===== src/rtl/cfg_dl_pkg.sv =====
package cfg_dl_pkg;
    typedef enum logic [1:0] {
        ST_CMD  = 2'd0,
        ST_ALO  = 2'd1,
        ST_AHI  = 2'd2,
        ST_DATA = 2'd3
    } dl_state_e;

    localparam logic [2:0] REG_IDX  = 3'd3;
    localparam logic [2:0] REG_PORT = 3'd5;
    localparam logic [2:0] REG_END  = 3'd6;

    localparam logic [7:0] CMD_DOWNLOAD = 8'hAA;
    localparam logic [7:0] CMD_KEY_OFF  = 8'h55;
    localparam logic [7:0] END_CODE_A   = 8'h00;
    localparam logic [7:0] END_CODE_B   = 8'h40;
    localparam logic [7:0] IDX_FAMILY   = 8'hF0;
endpackage


===== src/rtl/cfg_dl_seq.sv =====
module cfg_dl_seq
    import cfg_dl_pkg::*;
#(
    parameter int AW = 16
) (
    input  logic          clk,
    input  logic          rst_n,
    input  logic [2:0]    host_addr,
    input  logic          host_wr,
    input  logic          host_rd,
    input  logic [7:0]    host_wdata,
    output logic [AW-1:0] addr_o,
    output logic          ram_we,
    output logic          ram_re,
    output logic          key_en,
    output logic          refresh,
    output logic [7:0]    idx_o
);
    localparam int HI_SHIFT = 8;

    typedef struct packed {
        dl_state_e     state;
        logic [AW-1:0] addr;
        logic          key_en;
        logic          refresh;
        logic [7:0]    idx;
    } seq_t;

    seq_t q, d;

    logic port_wr, port_rd, end_hit;

    always_comb begin
        port_wr = host_wr && (host_addr == REG_PORT);
        port_rd = host_rd && !host_wr && (host_addr == REG_PORT);
        end_hit = host_wr && (host_addr == REG_END) &&
                  ((host_wdata == END_CODE_A) || (host_wdata == END_CODE_B));
        ram_we  = port_wr && (q.state == ST_DATA);
        ram_re  = port_rd && (q.state == ST_DATA);

        d         = q;
        d.refresh = 1'b0;

        unique case (q.state)
            ST_CMD: if (port_wr) begin
                if (host_wdata == CMD_DOWNLOAD)     d.state  = ST_ALO;
                else if (host_wdata == CMD_KEY_OFF) d.key_en = 1'b0;
            end
            ST_ALO: if (port_wr) begin
                d.addr  = AW'(host_wdata);
                d.state = ST_AHI;
            end
            ST_AHI: if (port_wr) begin
                d.addr  = q.addr | (AW'(host_wdata) << HI_SHIFT);
                d.state = ST_DATA;
            end
            ST_DATA: if (ram_we || ram_re) begin
                d.addr = q.addr + AW'(1);
            end
            default: d.state = ST_CMD;
        endcase

        if (end_hit) begin
            d.state   = ST_CMD;
            d.refresh = 1'b1;
        end

        if (host_wr && (host_addr == REG_IDX)) d.idx = host_wdata;
    end

    always_ff @(posedge clk) begin
        if (!rst_n) begin
            q.state   <= ST_CMD;
            q.addr    <= '0;
            q.key_en  <= 1'b1;
            q.refresh <= 1'b0;
            q.idx     <= '0;
        end else begin
            q <= d;
        end
    end

    assign addr_o  = q.addr;
    assign key_en  = q.key_en;
    assign refresh = q.refresh;
    assign idx_o   = q.idx;
endmodule


===== src/rtl/cfg_dl_rdmux.sv =====
module cfg_dl_rdmux
    import cfg_dl_pkg::*;
(
    input  logic [2:0] host_addr,
    input  logic       host_rd,
    input  logic       ram_re,
    input  logic [7:0] ram_rdata,
    input  logic [7:0] idx,
    output logic [7:0] rdata
);
    always_comb begin
        rdata = 8'h00;
        if (host_rd) begin
            if (host_addr == REG_IDX)                 rdata = idx | IDX_FAMILY;
            else if (host_addr == REG_PORT && ram_re) rdata = ram_rdata;
        end
    end
endmodule


===== src/rtl/cfg_ram_loader.sv =====
module cfg_ram_loader #(
    parameter int AW = 16
) (
    input  logic          clk,
    input  logic          rst_n,
    input  logic [2:0]    host_addr,
    input  logic          host_wr,
    input  logic          host_rd,
    input  logic [7:0]    host_wdata,
    output logic [7:0]    host_rdata,
    output logic [AW-1:0] ram_addr,
    output logic          ram_we,
    output logic          ram_re,
    output logic [7:0]    ram_wdata,
    input  logic [7:0]    ram_rdata,
    output logic          key_en,
    output logic          cfg_refresh
);
    logic [7:0] idx_w;

    cfg_dl_seq #(.AW(AW)) u_seq (
        .clk        (clk),
        .rst_n      (rst_n),
        .host_addr  (host_addr),
        .host_wr    (host_wr),
        .host_rd    (host_rd),
        .host_wdata (host_wdata),
        .addr_o     (ram_addr),
        .ram_we     (ram_we),
        .ram_re     (ram_re),
        .key_en     (key_en),
        .refresh    (cfg_refresh),
        .idx_o      (idx_w)
    );

    cfg_dl_rdmux u_rdmux (
        .host_addr (host_addr),
        .host_rd   (host_rd),
        .ram_re    (ram_re),
        .ram_rdata (ram_rdata),
        .idx       (idx_w),
        .rdata     (host_rdata)
    );

    assign ram_wdata = host_wdata;
endmodule


===== config.mk =====
export PLATFORM = sky130hd
export DESIGN_NAME = cfg_ram_loader
export DESIGN_NICKNAME = d
export VERILOG_FILES = /design/src/rtl/cfg_dl_pkg.sv /design/src/rtl/cfg_dl_seq.sv /design/src/rtl/cfg_dl_rdmux.sv /design/src/rtl/cfg_ram_loader.sv
export SDC_FILE = /design/constraint.sdc
export NUM_CORES = 1
export LEC_CHECK = 0
export BUFFER_PORTS_ARGS = -buffer_cell sky130_fd_sc_hd__buf_2
export CAP_MARGIN = 25
export CORE_UTILIZATION = 50
export CTS_BUF_LIST = sky130_fd_sc_hd__clkbuf_2 sky130_fd_sc_hd__clkbuf_4 sky130_fd_sc_hd__clkbuf_8
export CTS_CLUSTER_SIZE = 25
export DETAILED_ROUTE_END_ITERATION = 8
export PLACE_DENSITY = 0.79
export SLEW_MARGIN = 20
export SYNTH_ARGS = -nofsm -noshare
export SYNTH_HDL_FRONTEND = slang
export SYNTH_HIERARCHICAL = 1
export SYNTH_SLANG_ARGS = --single-unit

===== constraint.sdc =====
create_clock -name clk -period 3.1 [get_ports clk]
set_input_delay 0.465 -clock clk [delete_from_list [all_inputs] [get_ports clk]]
set_output_delay 0.465 -clock clk [all_outputs]
set_load 0.02 [all_outputs]

==> metrics.txt, run 1 <==
post-cts resize count=0; most frequent cells in the layout=58 x buf_2, 24 x nand2_1, 24 x dfxtp_1; Max Buffers Root-to-Sink=2; Antenna Cells=0; FP Rows=23; crit-path cells=inv_1, ha_1, nor3b_1, a211oi_2, buf_4, or2_1, a2111oi_2; Cells after Synth=268; num ports=59; gr busiest metal=met2; fin. max-slew vios=0; 1st-pass router iterations=5; CP Max Fanout=16; Worst-path clk slew=0.09 ns; postcts setup bufs=0; total number of vias=2106; flop2flop setup slack=0.77 ns; core area=4058 um^2; hold path start=u_seq/idx_o[0]$_SDFFE_PN0P_; Worst Tran Pin Value=0.6161 ns; commonest non-fill, non-tap cell in the layout=buf_2; Pwr Total=0.0006093 W; required time worst endpoint=3.28 ns; fin crit share=75.20%; largest net degree at the start of global routing=33; worst setup path end=u_seq/addr_o[13]$_SDFFE_PN0P_; die width=67.59 um; dpl hpwl=3897 um; final instance area=2258 um^2; Die ar.=4568 um^2; Sink Count=24; post-route minimum period=2.331 ns; Starting Density=53.01%; share of layout cells above drive strength 1=26.32%; number of DRC markers in iteration 0=246; hold_buf cts=0; Lkg Pwr=0.9022 nW; TritonCTS Buffers=3; Area after DPL=2203 um^2; slew margin rel.=58.88%; Post-route DRC=0; global placer's final weighted congestion=0.8270; Finish-stage setup viols=0; TritonCTS clock tree=built; max cap viols=0; RSZ-0062 raised after global routing=false; global route total overflow=0; met1 usage=33.20%; global-route usage over all layers=23.79%; WL/cell=16.13 um; # nets final=316; worst path arrival time=2.51 ns; vias in the first global route=1741; Reg-to-Reg Start=u_seq/q[26]$_SDFFE_PP0P_; clk_lat worst skew=0.27 ns; total wire length=5404 um; status=complete, no violations; Post-Syn Area=2151 um^2; # port buffers=58; Die Y-Extent=67.59 um; GRT met2 Usage=37.75%; Critical-path top delay cell=ha_1; Worst Setup End Kind=flop; met3 Usage GRT=2.365%; post-route ant nets=0; Synth Warn #=6; Clock Skew=0.005608 ns; kind of critical path=flop to flop; Root Buffer Master=clkbuf_8; maximum vdd drop=0.1314 mV; setup TNS=0 ns; power density of the placed cells=269.8 nW/um^2; FF-to-FF path depth=7; initial antenna violation count=0; Post-Syn Area per Cell=8.025 um^2; synth-to-layout area growth=5.003%; first-pass GRT wire length=8300 um; slowest stage delay, CP=0.42 ns; H-Tree Level Count=1; Setup crit start kind=flop; Hold Path Class=flop to flop; Final Hold Fails=0; FMAX=428.9 MHz; syn_nets=298; CP Launch Point=u_seq/q[26]$_SDFFE_PP0P_; Fin Hold WS=0.4667 ns; RR Endpoint=u_seq/addr_o[13]$_SDFFE_PN0P_; via-per-instance ratio=6.287
## state kept, by name, indices dropped and copies added, names as in the netlist
name / count
u_seq/addr_o: 16
u_seq/idx_o: 4
u_seq/key_en: 1
u_seq/q: 2
u_seq/refresh: 1
## how the worst min path moves through the flow
stage,cells past startpoint,end
global route,2,u_seq/idx_o[0]$_SDFFE_PN0P_
CTS,2,u_seq/idx_o[2]$_SDFFE_PN0P_
finish,2,u_seq/idx_o[0]$_SDFFE_PN0P_
detailed placement,2,u_seq/idx_o[2]$_SDFFE_PN0P_
floorplan,2,u_seq/idx_o[0]$_SDFFE_PN0P_
global placement,2,u_seq/idx_o[1]$_SDFFE_PN0P_
## metal layers
metal	wire length (um)	vias up
li1	-	1025
met1	2486	986
met2	2514	87
met3	343	8
met4	59	0
met5	0	-
## where the power goes
group          switching, W  internal, W  total [W]
clock              0.000110     0.000114   0.000223
combinational     0.0000504    0.0000261  0.0000765
sequential      0.000000533     0.000309   0.000310
## worst max-delay path: cells and delay by family, from the launching register on
kind	cells	cell delay (ns)
adder cells (fa/ha/maj)	1	0.42
flip-flops	1	0.41
AO/OA/AOI/OAI	2	0.47
buffers and inverters	2	0.29
AND/OR/NAND/NOR	2	0.65
## per-stage QoR
stage               setup WS, ns  instances  utilization [%]
global placement          0.8229        331            54.30
CTS                       0.7812        335            55.66
finish                    0.7687        335            55.66
detailed placement        0.7788        331            54.30
floorplan                 0.3935        268                -
global route              0.5732        335            55.66
## final cells by class
type	count	area [um^2]
well taps	50	62.56
inverters	10	37.54
repair buffers	60	305.3
clock buffers	4	55.05
fillers	395	1799
multi-input cells	187	1318
flip-flops and latches	24	480.5
Note: power is estimated with default switching activity, not from simulation.
==> run 2, diff against run 1 <==
Settings changed: PLACE_DENSITY 0.79 to 0.82.
Clock period 3.1 ns to 2.05 ns, I/O delays scaled along.
==> run 2 against run 1 <==
Against the previous run: routed wire length rose by 4.8%; register-to-register slack worse by 0.64 ns; count of clock-buffer cells in the layout is the same; critical path type is now flop to output pin; combinational power up 62%; flip-flop and latch count unchanged.
==> metrics.txt, run 2 (synthesized netlist as in run 1, its figures left out) <==
status=complete, no violations (unchanged); Buf/Inv on CP=1 (was 2); clk_lat worst skew=0.27 ns (about the same); Starting Density=53.01% (unchanged); GRT met2 Usage=38.61% (was 37.75%); Worst Tran Pin Value=0.6102 ns (was 0.6161 ns); Post-route DRC=0 (unchanged); Worst Setup End Kind=output pin (was flop); fin crit share=95.44%; Die ar.=4568 um^2 (unchanged); 1st-pass router iterations=5 (unchanged); via-per-instance ratio=6.404 (was 6.287); sw frac=26.41% (was 26.34%); gr busiest metal=met2 (unchanged); sequential share of power=50.6% (was 50.8%); Worst-path clk slew=0.09 ns (about the same); met3 Usage GRT=3.041% (was 2.365%); Clock Power Share=36.0% (was 36.6%); final instance area=2381 um^2 (was 2258 um^2); Pint=0.0006811 W (was 0.0004489 W); required time worst endpoint=1.74 ns (was 3.28 ns); RSZ-0062 raised after global routing=false (unchanged); setup TNS=0 ns (unchanged); postcts setup bufs=0 (unchanged); post-route ant nets=0 (unchanged); slew margin rel.=59.28% (was 58.88%); largest net degree at the start of global routing=18 (was 33); worst path arrival time=1.65 ns (was 2.51 ns); Max Buffers Root-to-Sink=2 (unchanged); Root Buffer Master=clkbuf_8 (unchanged); global placer's final weighted congestion=0.9072 (was 0.8270); first-pass GRT wire length=8687 um (was 8300 um); # nets final=323 (was 316); Setup crit start kind=flop (unchanged); kind of critical path=flop to output pin (was flop to flop); share of layout cells above drive strength 1=32.88% (was 26.32%); synth-to-layout area growth=10.70% (was 5.003%); Gate power share=13.4% (was 12.6%); delay-heaviest family, CP=flip-flops (was simple AND/OR/NAND/NOR gates); number of DRC markers in iteration 0=388 (was 246); post-route minimum period=1.957 ns; Antenna Cells=0 (unchanged); Hold Path Class=input port to flop (was flop to flop); Area after DPL=2291 um^2 (was 2203 um^2); hold_buf cts=0 (unchanged); total number of vias=2190 (was 2106); fin. max-slew vios=0 (unchanged); most frequent cells in the layout=58 x buf_2, 24 x nand2_1, 23 x dfxtp_1 (was 58 x buf_2, 24 x nand2_1, 24 x dfxtp_1); total wire length=5663 um (was 5404 um); die width=67.59 um (unchanged); Clock Skew=0.003320 ns (was 0.005608 ns); Critical-path top delay cell=dfxtp_1 (was ha_1); Final Hold Fails=0 (unchanged); maximum vdd drop=0.2029 mV (was 0.1314 mV); max cap viols=0 (unchanged); FMAX=511.1 MHz; num ports=59 (unchanged); Sw Pwr=0.0002444 W (was 0.0001605 W); Sink Count=24 (unchanged); CP Max Fanout=8 (was 16); global-route usage over all layers=24.68% (was 23.79%); TritonCTS Buffers=3 (unchanged); H-Tree Level Count=1 (unchanged); core area=4058 um^2 (unchanged); commonest non-fill, non-tap cell in the layout=buf_2 (unchanged); Lkg Pwr=0.9507 nW (was 0.9022 nW); WL/cell=16.56 um (was 16.13 um); FILL cells=366 (was 395); met1 usage=35.32% (was 33.20%); FP Rows=23 (unchanged); vias in the first global route=1796 (was 1741); # port buffers=58 (unchanged); Finish-stage setup viols=0 (unchanged); power density of the placed cells=388.7 nW/um^2 (was 269.8 nW/um^2); initial antenna violation count=0 (unchanged); Die Y-Extent=67.59 um (unchanged); max FFs per register=16 (unchanged); crit-path cells=ha_4, and4b_2, nand4_1, o21ai_2, buf_2 (was inv_1, ha_1, nor3b_1, a211oi_2, buf_4, or2_1, a2111oi_2); global route total overflow=0 (unchanged); slowest stage delay, CP=0.43 ns (was 0.42 ns); TritonCTS clock tree=built (unchanged); dpl hpwl=4124 um (was 3897 um)
==> run 2: stage by stage <==
stage | util (%) | hold slack, ns | total power, W | instances | setup WS [ns]
2_1_floorplan | - | 0.4367 | 0.0005598 | 268 | 0.008710
3_3_place_gp | 56.46 | 0.4442 | 0.0005979 | 337 | 0.2050
3_5_place_dp | 56.46 | 0.4537 | 0.0006002 | 337 | 0.1204
4_1_cts | 58.13 | 0.3319 | 0.0009342 | 342 | 0.03496
5_1_grt | 58.68 | 0.3485 | 0.0009616 | 342 | 0.01737
6_report | 58.68 | 0.3364 | 0.0009255 | 342 | 0.09349
==> run 2: worst paths after layout <==
kind	startpoint	end	slack, ns	cells after the start
worst max-delay path	u_seq/q[27]$_SDFFE_PP0P_	host_rdata[4]	0.09	5
worst max register to register	u_seq/q[27]$_SDFFE_PP0P_	u_seq/addr_o[13]$_SDFFE_PN0P_	0.13	7
worst min-delay path	host_wdata[3]	u_seq/idx_o[3]$_SDFFE_PN0P_	0.34	3
worst min register to register	u_seq/idx_o[3]$_SDFFE_PN0P_	u_seq/idx_o[3]$_SDFFE_PN0P_	0.46	2
==> run 2: worst reg2reg max path, delay by kind of cell (launching register included) <==
| kind | cells | cell delay [ns] |
|---|---|---|
| AO/OA/AOI/OAI | 3 | 0.76 |
| buffers and inverters | 2 | 0.37 |
| adder cells (fa/ha/maj) | 1 | 0.25 |
| AND/OR/NAND/NOR | 1 | 0.08 |
| flip-flops | 1 | 0.37 |
==> run 2: final cells by class <==
cell class	count	area (um^2)	area share (%)
clock buffer	4	55.05	2.312
sequential	24	481.7	20.23
tap	50	62.56	2.627
inverter	10	37.54	1.576
timing repair buffer	66	350.3	14.71
multi-input combinational	188	1394	58.54
==> run 2: metal layers <==
layer  wire length [um]  part of all wire [%]
met4                 90                   1.6
met3                479                   8.5
met2               2641                    47
met1               2451                    43
met5                  0                     0
==> run 2: repair_timing <==
| action | CTS | global route |
|---|---|---|
| pin swaps | 1 | 1 |
| setup endpoints to repair | 8 | 8 |
| gates resized for setup | 1 | 5 |
| cloned | 1 | 0 |
==> run 2: power groups by stage <==
stage	clock [W]	combinational, W	sequential [W]
finish	0.000333	0.000124	0.000468
global route	0.000360	0.000133	0.000469
CTS	0.000344	0.000122	0.000468
detailed placement	0	0.000121	0.000479
global placement	0	0.000119	0.000479
floorplan	0	0.0000808	0.000479
==> run 3, diff against run 2 <==
Settings changed: CORE_UTILIZATION 50 to 48, PLACE_DENSITY 0.82 to 0.81, SYNTH_HIERARCHICAL 1 to default.
==> run 3 against run 2 <==
Against the previous run: flip-flop and latch count is the same; non-clock buffer count up 7; clock power down 14%; maximum frequency shrank 2.0%; critical path depth increased by 3; synthesized cell count down 10%; largest power group unchanged; highest routed layer unchanged.
==> metrics.txt, run 3 <==
status=complete, no violations (unchanged); total wire length=4707 um (was 5663 um); fin util=58.95% (was 58.68%); area of the multi-input gates=1122 um^2 (was 1394 um^2); share of layout cells above drive strength 1=32.03% (was 32.88%); Reg-to-Reg Start=u_seq.q[27]$_SDFFE_PP0P_ (was u_seq/q[27]$_SDFFE_PP0P_); H-Tree Level Count=1 (unchanged); Worst-path clk slew=0.09 ns (about the same); GRT met2 Usage=39.76% (was 38.61%); Worst Tran Pin Value=0.3990 ns (was 0.6102 ns); die width=63.61 um (was 67.59 um); fin crit share=97.43% (was 95.44%); sw frac=25.96% (was 26.41%); TritonCTS Buffers=3 (unchanged); worst setup path end=host_rdata[3] (was host_rdata[4]); global-route usage over all layers=23.67% (was 24.68%); Worst Setup End Kind=output pin (unchanged); Pint=0.0006428 W (was 0.0006811 W); post-route ant nets=0 (unchanged); sequential share of power=54.0% (was 50.6%); met3 Usage GRT=3.080% (was 3.041%); WL/cell=14.31 um (was 16.56 um); dpl hpwl=3322 um (was 4124 um); initial antenna violation count=0 (unchanged); Post-Place Setup Slack=0.03086 ns (was 0.1204 ns); flop2flop setup slack=0.13 ns (about the same); hold path start=host_wdata[0] (was host_wdata[3]); Buf/Inv on CP=3 (was 1); gr busiest metal=met2 (unchanged); Reg area=481.7 um^2 (unchanged); Post-synth EDFFs=0; slowest stage delay, CP=0.36 ns (was 0.43 ns); Clock Power Share=32.9% (was 36.0%); Starting Density=49.76% (was 53.01%); FP Rows=22 (was 23); Area after DPL=2034 um^2 (was 2291 um^2); Gate power share=13.1% (was 13.4%); TritonCTS clock tree=built (unchanged); fin. max-slew vios=0 (unchanged); core area=3661 um^2 (was 4058 um^2); synth-to-layout area growth=18.48% (was 10.70%); top-count cell post-synth=nand2_1; Crit path depth=8 (was 5); Finish-stage setup viols=0 (unchanged); Sw Pwr=0.0002253 W (was 0.0002444 W); largest net degree at the start of global routing=22 (was 18); # nets final=313 (was 323); register area share after synthesis=26.37%; Die Y-Extent=63.61 um (was 67.59 um); global placer's final weighted congestion=0.8593 (was 0.9072); required time worst endpoint=1.74 ns (about the same); Setup crit start kind=flop (unchanged); Synth Flop Type=dfxtp_1; global route total overflow=0 (unchanged); # port buffers=58 (unchanged); worst path arrival time=1.69 ns (was 1.65 ns); Cell variety after synth=49; number of DRC markers in iteration 0=121 (was 388); Area contributors post-synth=dfxtp_1 26%, buf_4 9.9%, nand2_1 5.2%; clk_lat worst skew=0.27 ns (about the same); crit-path cells=buf_6, ha_4, nand2_4, nor3b_4, buf_4, a22oi_1, nor2b_1, buf_2 (was ha_4, and4b_2, nand4_1, o21ai_2, buf_2); Post-route DRC=0 (unchanged); first-pass GRT wire length=7569 um (was 8687 um); maximum vdd drop=0.1902 mV (was 0.2029 mV); slew margin rel.=73.15% (was 59.28%); hold_buf cts=0 (unchanged); 1st-pass router iterations=4 (was 5); Max Buffers Root-to-Sink=2 (unchanged); CP Launch Point=u_seq.q[26]$_SDFFE_PP0P_ (was u_seq/q[27]$_SDFFE_PP0P_); FMAX=500.7 MHz (was 511.1 MHz); kind of critical path=flop to output pin (unchanged); Lkg Pwr=0.9051 nW (was 0.9507 nW); Final Hold Fails=0 (unchanged); commonest non-fill, non-tap cell in the layout=buf_2 (unchanged); Clock Skew=0.005420 ns (was 0.003320 ns); post-route minimum period=1.997 ns (was 1.957 ns); asr flop ratio synth=0%; delay-heaviest family, CP=buffers and inverters (was flip-flops); Hold Path Class=input port to flop (unchanged); cell taking the most area after synthesis=dfxtp_1; final instance area=2158 um^2 (was 2381 um^2); Antenna Cells=0 (unchanged); Post-Syn Area=1822 um^2 (was 2151 um^2); most frequent cells in the layout=56 x buf_2, 24 x nand2_1, 23 x dfxtp_1 (was 58 x buf_2, 24 x nand2_1, 23 x dfxtp_1); met1 usage=30.95% (was 35.32%); Die ar.=4046 um^2 (was 4568 um^2); Post-Syn Area per Cell=7.591 um^2 (was 8.025 um^2); top post-synthesis cells by count=25 x nand2_1, 24 x buf_4, 24 x dfxtp_1, 18 x nor2_1, 17 x a21oi_1; Synth Warn #=0 (was 6); RR Endpoint=u_seq.addr_o[7]$_SDFFE_PN0P_ (was u_seq/addr_o[13]$_SDFFE_PN0P_); post-layout worst setup margin=0.05261 ns (was 0.09349 ns); FILL cells=344 (was 366); max FFs per register=16 (unchanged); num ports=59 (unchanged); top cell type's share of synthesized area=26.37%; FF+latch count, synth=24; Fin Hold WS=0.3543 ns (was 0.3364 ns); Pwr Total=0.0008682 W (was 0.0009255 W); syn_nets=270 (was 298); Sink Count=24 (unchanged); via-per-instance ratio=5.638 (was 6.404); vias in the first global route=1674 (was 1796); Root Buffer Master=clkbuf_8 (unchanged); Critical-path top delay cell=dfxtp_2 (was dfxtp_1); total number of vias=1855 (was 2190); power density of the placed cells=402.2 nW/um^2 (was 388.7 nW/um^2); CP Max Fanout=4 (was 8); Cells after Synth=240 (was 268); max cap viols=0 (unchanged); FF-to-FF path depth=7 (unchanged)
-- run 3: cell types whose count changed in the layout (fill, tap and decap cells not counted), sizes merged, moves of 6 or more --
cell   previous run  this run
o21a              8         2
a22oi             0         6
nor2              6        18
buf              66        73
nand4            16         2
nand3             7        14
-- run 3: cell families (layout without fill, tap and decap cells) --
group,Yosys count,after routing,synth area share (%)
DFF,24,24,26.37
muxes,1,1,0.5495
adders and majority gates,7,7,4.807
and+or+nand+nor,90,90,26.17
xor gates and xnor gates,6,6,2.885
AOI/OAI and AO/OA,67,67,24.73
buffers and inverters,45,86,14.49
-- run 3: worst min path at each step --
stage	to	slack, ns	depth (start not counted)
2_1_floorplan	u_seq.idx_o[0]$_SDFFE_PN0P_	0.44	2
3_3_place_gp	u_seq.idx_o[3]$_SDFFE_PN0P_	0.44	2
3_5_place_dp	u_seq.idx_o[1]$_SDFFE_PN0P_	0.45	2
4_1_cts	u_seq.refresh$_SDFF_PN0_	0.36	3
5_1_grt	u_seq.refresh$_SDFF_PN0_	0.37	3
6_report	u_seq.refresh$_SDFF_PN0_	0.35	3
-- run 3: layout make-up --
type / instances / area share (%)
multi-input cells: 171 / 52.00
flip-flops and latches: 24 / 22.32
repair buffers: 73 / 19.25
well taps: 48 / 2.783
clock buffers: 3 / 1.913
inverters: 10 / 1.739
-- run 3: power groups by stage --
stage          Clock, W  Combinational, W  Sequential [W]
2_1_floorplan         0         0.0000694        0.000479
3_3_place_gp          0          0.000110        0.000479
3_5_place_dp          0          0.000112        0.000479
4_1_cts        0.000291          0.000112        0.000468
5_1_grt        0.000309          0.000123        0.000469
6_report       0.000286          0.000114        0.000468
-- run 3: worst register-to-register path: stages, from the launching register on --
cell     delay, ns
dfxtp_1       0.42
inv_1         0.12
ha_1          0.22
or3_1         0.41
o22ai_4       0.18
buf_4         0.19
a21oi_1       0.06
a31o_2        0.21
-- run 3: routing by layer --
metal / routed length [um] / vias to the layer above
met3: 278 / 7
met5: 0 / -
met1: 1992 / 864
met4: 75 / 0
li1: - / 920
met2: 2361 / 64
-- run 3: through the flow --
step                      instances  TNS (ns)
after floorplan                 240         0
after global placement          322         0
after detailed placement        322         0
after CTS                       327         0
after global routing            329  -0.04945
final                           329         0
-- run 3: what timing repair did --
item	in CTS	in global routing
gates resized for setup	2	11
setup endpoints to repair	8	20
cloned	0	0
pin swaps	1	1
setup buffers	2	2
